File: src/rtl/usbirq_pkg.sv
package usbirq_pkg;
   // Field positions shared by the status and enable registers
   localparam int unsigned IDX_LSB = 0;
   localparam int unsigned DIR_BIT = 4;
   localparam int unsigned CTR_BIT = 8;
   localparam int unsigned EVT_LSB = 9;

   // Default register offsets
   localparam int unsigned MASK_ADDR_DEF = 'h40;
   localparam int unsigned STAT_ADDR_DEF = 'h44;

   typedef enum logic [1:0] {
      SEL_NONE = 2'd0,
      SEL_MASK = 2'd1,
      SEL_STAT = 2'd2
   } reg_sel_e;
endpackage

File: src/rtl/usbirq_evt_bank.sv
module usbirq_evt_bank #(
   parameter int unsigned NUM_EVT = 7
) (
   input  logic               clk,
   input  logic               rst_n,
   input  logic [NUM_EVT-1:0] evt_pulse,
   input  logic               clr_we,
   input  logic [NUM_EVT-1:0] clr_wdata,
   output logic [NUM_EVT-1:0] evt_q
);
   generate
      for (genvar g = 0; g < NUM_EVT; g++) begin : g_flag
         logic clr_req;
         assign clr_req = clr_we & ~clr_wdata[g];
         always_ff @(posedge clk or negedge rst_n) begin
            if (!rst_n) begin
               evt_q[g] <= 1'b0;
            end else begin
               // a new event always wins over a concurrent clear
               evt_q[g] <= evt_pulse[g] | (evt_q[g] & ~clr_req);
            end
         end
      end
   endgenerate
endmodule

File: src/rtl/usbirq_mask_reg.sv
module usbirq_mask_reg #(
   parameter int unsigned NUM_EVT = 7
) (
   input  logic               clk,
   input  logic               rst_n,
   input  logic               we,
   input  logic [NUM_EVT-1:0] wdata_evt,
   input  logic               wdata_ctr,
   output logic [NUM_EVT-1:0] en_evt,
   output logic               en_ctr
);
   always_ff @(posedge clk or negedge rst_n) begin
      if (!rst_n) begin
         en_evt <= '0;
         en_ctr <= 1'b0;
      end else if (we) begin
         en_evt <= wdata_evt;
         en_ctr <= wdata_ctr;
      end
   end
endmodule

File: src/rtl/usbirq_ep_select.sv
module usbirq_ep_select #(
   parameter int unsigned NUM_EP = 8,
   parameter int unsigned IDX_W  = 4
) (
   input  logic [NUM_EP-1:0] ep_pend,
   input  logic [NUM_EP-1:0] ep_dir,
   output logic              any_pend,
   output logic [IDX_W-1:0]  sel_idx,
   output logic              sel_dir
);
   assign any_pend = |ep_pend;

   generate
      if (NUM_EP == 1) begin : g_single
         assign sel_idx = '0;
         assign sel_dir = ep_pend[0] & ep_dir[0];
      end else begin : g_scan
         always_comb begin
            sel_idx = '0;
            sel_dir = 1'b0;
            // scan downward so the lowest pending endpoint is the last to assign
            for (int k = NUM_EP - 1; k >= 0; k--) begin
               if (ep_pend[k]) begin
                  sel_idx = IDX_W'(k);
                  sel_dir = ep_dir[k];
               end
            end
         end
      end
   endgenerate
endmodule

File: src/rtl/usbirq_status_agg.sv
module usbirq_status_agg
   import usbirq_pkg::*;
#(
   parameter int unsigned NUM_EVT   = 7,
   parameter int unsigned NUM_EP    = 8,
   parameter int unsigned IDX_W     = 4,
   parameter int unsigned ADDR_W    = 8,
   parameter int unsigned DATA_W    = 32,
   parameter int unsigned STAT_ADDR = STAT_ADDR_DEF,
   parameter int unsigned MASK_ADDR = MASK_ADDR_DEF
) (
   input  logic               clk,
   input  logic               rst_n,
   input  logic [NUM_EVT-1:0] evt_pulse,
   input  logic [NUM_EP-1:0]  ep_pend,
   input  logic [NUM_EP-1:0]  ep_dir,
   input  logic [ADDR_W-1:0]  reg_addr,
   input  logic               reg_we,
   input  logic [DATA_W-1:0]  reg_wdata,
   output logic [DATA_W-1:0]  reg_rdata,
   output logic               irq_gen,
   output logic               irq_ep
);
   localparam int unsigned EVT_MSB = EVT_LSB + NUM_EVT - 1;

   // elaboration-time parameter checks
   generate
      if (NUM_EVT < 1 || EVT_MSB >= DATA_W) begin : g_bad_evt
         $error("usbirq_status_agg: event field does not fit DATA_W");
      end
      if (NUM_EP < 1 || (NUM_EP > 1 && $clog2(NUM_EP) > IDX_W)) begin : g_bad_idx
         $error("usbirq_status_agg: IDX_W too narrow for NUM_EP");
      end
      if (IDX_W > DIR_BIT) begin : g_bad_idxw
         $error("usbirq_status_agg: index field overlaps direction bit");
      end
      if (STAT_ADDR == MASK_ADDR || STAT_ADDR >= (1 << ADDR_W) || MASK_ADDR >= (1 << ADDR_W)) begin : g_bad_addr
         $error("usbirq_status_agg: register offsets invalid");
      end
   endgenerate

   reg_sel_e            sel;
   logic                stat_we;
   logic                mask_we;
   logic [NUM_EVT-1:0]  evt_q;
   logic [NUM_EVT-1:0]  en_evt;
   logic                en_ctr;
   logic                ctr_flag;
   logic [IDX_W-1:0]    ep_idx;
   logic                ep_sel_dir;
   logic [DATA_W-1:0]   stat_word;
   logic [DATA_W-1:0]   mask_word;

   always_comb begin
      if (reg_addr == ADDR_W'(STAT_ADDR))      sel = SEL_STAT;
      else if (reg_addr == ADDR_W'(MASK_ADDR)) sel = SEL_MASK;
      else                                     sel = SEL_NONE;
   end

   assign stat_we = reg_we && (sel == SEL_STAT);
   assign mask_we = reg_we && (sel == SEL_MASK);

   usbirq_evt_bank #(.NUM_EVT(NUM_EVT)) u_evt (
      .clk       (clk),
      .rst_n     (rst_n),
      .evt_pulse (evt_pulse),
      .clr_we    (stat_we),
      .clr_wdata (reg_wdata[EVT_MSB:EVT_LSB]),
      .evt_q     (evt_q)
   );

   usbirq_mask_reg #(.NUM_EVT(NUM_EVT)) u_mask (
      .clk       (clk),
      .rst_n     (rst_n),
      .we        (mask_we),
      .wdata_evt (reg_wdata[EVT_MSB:EVT_LSB]),
      .wdata_ctr (reg_wdata[CTR_BIT]),
      .en_evt    (en_evt),
      .en_ctr    (en_ctr)
   );

   usbirq_ep_select #(.NUM_EP(NUM_EP), .IDX_W(IDX_W)) u_sel (
      .ep_pend  (ep_pend),
      .ep_dir   (ep_dir),
      .any_pend (ctr_flag),
      .sel_idx  (ep_idx),
      .sel_dir  (ep_sel_dir)
   );

   always_comb begin
      stat_word                      = '0;
      stat_word[IDX_LSB +: IDX_W]    = ep_idx;
      stat_word[DIR_BIT]             = ep_sel_dir;
      stat_word[CTR_BIT]             = ctr_flag;
      stat_word[EVT_MSB:EVT_LSB]     = evt_q;
      mask_word                      = '0;
      mask_word[CTR_BIT]             = en_ctr;
      mask_word[EVT_MSB:EVT_LSB]     = en_evt;
   end

   always_comb begin
      unique case (sel)
         SEL_STAT: reg_rdata = stat_word;
         SEL_MASK: reg_rdata = mask_word;
         default:  reg_rdata = '0;
      endcase
   end

   assign irq_gen = (|(evt_q & en_evt)) | (ctr_flag & en_ctr);
   assign irq_ep  = ctr_flag;
endmodule

File: config.mk
export PLATFORM = sky130hd
export DESIGN_NAME = usbirq_status_agg
export DESIGN_NICKNAME = d
export VERILOG_FILES = /design/src/rtl/usbirq_pkg.sv /design/src/rtl/usbirq_evt_bank.sv /design/src/rtl/usbirq_mask_reg.sv /design/src/rtl/usbirq_ep_select.sv /design/src/rtl/usbirq_status_agg.sv
export SDC_FILE = /design/constraint.sdc
export NUM_CORES = 1
export LEC_CHECK = 0
export ABC_AREA = 0
export BUFFER_PORTS_ARGS = -buffer_cell sky130_fd_sc_hd__buf_2
export CORE_MARGIN = 5
export CORE_UTILIZATION = 33
export DETAILED_ROUTE_END_ITERATION = 10
export GPL_TIMING_DRIVEN = 0
export PLACE_DENSITY_LB_ADDON = 0.3
export RECOVER_POWER = 50
export SETUP_SLACK_MARGIN = 0.05
export SYNTH_ARGS = -nofsm -noshare
export SYNTH_HDL_FRONTEND = slang
export SYNTH_SLANG_ARGS = --single-unit
File: constraint.sdc
create_clock -name clk -period 1.3 [get_ports clk]
set_input_delay 0.065 -clock clk [delete_from_list [all_inputs] [get_ports clk]]
set_output_delay 0.065 -clock clk [all_outputs]
set_load 0.05 [all_outputs]
==> qor.csv <==
metric,value,unit
antenna_found_initial,0,
area_growth,87.0,%
fin_ws,-337,ps
drtPass1Iterations,6,
min_from,reg_wdata[8],
rows,20,
min_period_over_period,126,%
globalplace.congestion,0.746,
reg2reg_to,u_evt.evt_q[2],
worstSkewPairLatency,270,ps
wl_per_cell,12.8,microns
r2r_start,u_evt.evt_q[2],
final_antenna_net_count,0,
track_usage,14.3,%
drive_above_1_share,58.5,%
crit_path_end_kind,output pin,
synth_compound_area_share,20.9,%
required,1240,ps
wl,3220,microns
io_buffers,54,
fmax,611,MHz
violations,negative setup slack,
startpoint_type,primary input,
ys_types,28,
clock_path_buffers,2,
start_util,34.8,%
rsz0062_at_grt,true,
status,"complete, but fails checks",
fp.dieW,66.9,microns
cts_buffers,3,
route.detailed.drc,0,
ys_ff_latch,15,
fin_skew,0,ps
muxShareOfSynthArea,8.42,%
cpMostUsedCell,buf_6,
grt_overflow_total,0,
crit_chain,"buf_6, or4b_4, nor3_4, buf_6, nand2_4, nor4_4, buf_6",
ir_worst_vdd,0.000478,V
min_path_type,primary input to register,
crit_fanout,2,
min_period,1640,ps
ff2ff_path_depth,2,
htree_levels,1,
drv_cap,0,
cts_tree,built,
synth_fa_ha_area_share,0,%
slew_headroom,46.1,%
max_stage_delay,550,ps
ios,100,
crit_slowest_cell,or4b_4,
die_y,66.9,microns
core,3080,sq um
hold_depth,2,
vias,1154,
synthXorXnorAreaFrac,0,%
die_area,4480,sq um
path_class,primary input to output pin,
grt_max_degree,16,
drt-vias-per-instance,4.60,
hold_violations,0,
rrSetupSlack,500,ps
leakagePower,1.00,nW
synth.cell_area,1070,sq um
drv_slew,0,
synth-simple-area-share,18.6,%
hpwl,2450,microns
fin_tns_setup,-5140,ps
yosysSeqAreaShare,35.1,%
dr.first_iter.drc_count,16,
nets,274,
dpl_worst_slack,-842,ps
synth_top_family_by_area,compound AO/OA/AOI/OAI gates,
cts_root_buffer,clkbuf_4,
clock-sinks,15,
powerDensity,588,nW/um^2
clkTransAtPathRegs,90,ps
grt_pass1_wl,4930,microns
crit_arrival,1570,ps
diodes,0,
ys_warn_count,0,
worstMarginPinSlew,808,ps
setup_viol,21,
hold_end,u_mask.en_ctr,
grt_pass1_vias,1134,
syn-mean-instance-area,10.0,sq um
netlist_instances,107,
==> synthesized netlist by cell type, drive strengths merged <==
master   n  area, sq um
or4b     1         13.8
a221oi   1         8.76
nor2     3         11.3
or3      1         6.26
nor3b    1         7.51
o21bai   1         7.51
nand3b   8         60.1
a22oi    2         15.0
nand2    5         26.3
a21oi    5         25.0
a21o     7         52.6
a222oi   1         10.0
inv      4         15.0
dfrtp   15          375
nor2b    2         12.5
conb     1         3.75
mux2     8         90.1
nand3    1         5.00
o211a    1         10.0
nor4     2         12.5
a22o     8         80.1
o21ai    3         15.0
nor3     3         37.5
nand4    1         6.26
buf     22          163
==> cell type report <==
cell class / instances / area (sq um)
clock buffer: 4 / 26.3
fill: 244 / 1080
multi-input combinational: 85 / 741
inverter: 4 / 15.0
buffer: 21 / 155
sequential: 15 / 375
tap: 44 / 55.1
timing repair buffer: 78 / 633
==> placed cells by master (no fill, tap or decap), types with 3 or more instances in the layout <==
| master | n |
|---|---|
| a21o_1 | 7 |
| a21oi_1 | 3 |
| a22o_4 | 8 |
| buf_2 | 39 |
| buf_4 | 31 |
| buf_6 | 9 |
| buf_8 | 9 |
| clkbuf_4 | 3 |
| conb_1 | 20 |
| dfrtp_1 | 15 |
| dlygate4sd3_1 | 8 |
| inv_1 | 4 |
| mux2_2 | 8 |
| nand2_1 | 3 |
| nand3b_1 | 8 |
| nor2_1 | 3 |
==> worst max-delay path by stage <==
stage,start,end,slack (ps),cells past startpoint
global route,reg_addr[1],reg_rdata[2],-380,7
global placement,reg_addr[7],reg_rdata[4],-790,7
floorplan,reg_addr[7],reg_rdata[2],-460,4
CTS,reg_addr[0],reg_rdata[2],-360,7
detailed placement,reg_addr[7],reg_rdata[4],-840,7
finish,reg_addr[1],reg_rdata[2],-340,7
==> what timing repair did <==
action	CTS	global route
pin swaps	12	6
hold buffers	8	0
buffers inserted	10	8
setup endpoints to repair	28	28
endpoints found under the hold margin	22	0
gates resized for setup	45	1
==> kinds of logic after synthesis <==
family / count (synthesis)
AND/OR/NAND/NOR: 28
flip-flops: 15
other: 1
buffers and inverters: 26
multiplexers: 8
AO/OA/AOI/OAI: 29
==> metrics by stage <==
stage | utilization (%) | cells | power [W] | cell area, sq um | hold slack [ps]
after floorplan | - | 126 | 0.000775 | 1280 | -231
after global placement | 52.0 | 224 | 0.000877 | 1600 | -15.8
after detailed placement | 52.0 | 224 | 0.000882 | 1600 | -7.52
after CTS | 63.9 | 246 | 0.00119 | 1970 | 8.56
after global routing | 65.0 | 251 | 0.00125 | 2000 | 1.79
final | 65.0 | 251 | 0.00118 | 2000 | 17.2
==> worst max-delay path, delay by kind of cell <==
family	cells	cell delay (ps)
buffers and inverters	3	410
AND/OR/NAND/NOR	4	1100
==> report_power, final <==
group	switching (W)	internal [W]
registers	0.0000110	0.000478
clock network	0.000139	0.000119
logic	0.000265	0.000165
total	0.000415	0.000762
==> registers in the layout (all words and copies together), names as in the netlist <==
register	cells
u_evt.evt_q	7
u_mask.en_ctr	1
u_mask.en_evt	7
==> metal layers <==
metal  GRT usage, %  up-vias  wire [microns]
met5              0        -               0
met4           4.05        0              19
met3           3.37        4             429
met2           26.2       65            1600
met1           16.3      529            1170
li1               -      556               -
No activity file was read; power rests on OpenSTA's default activity.
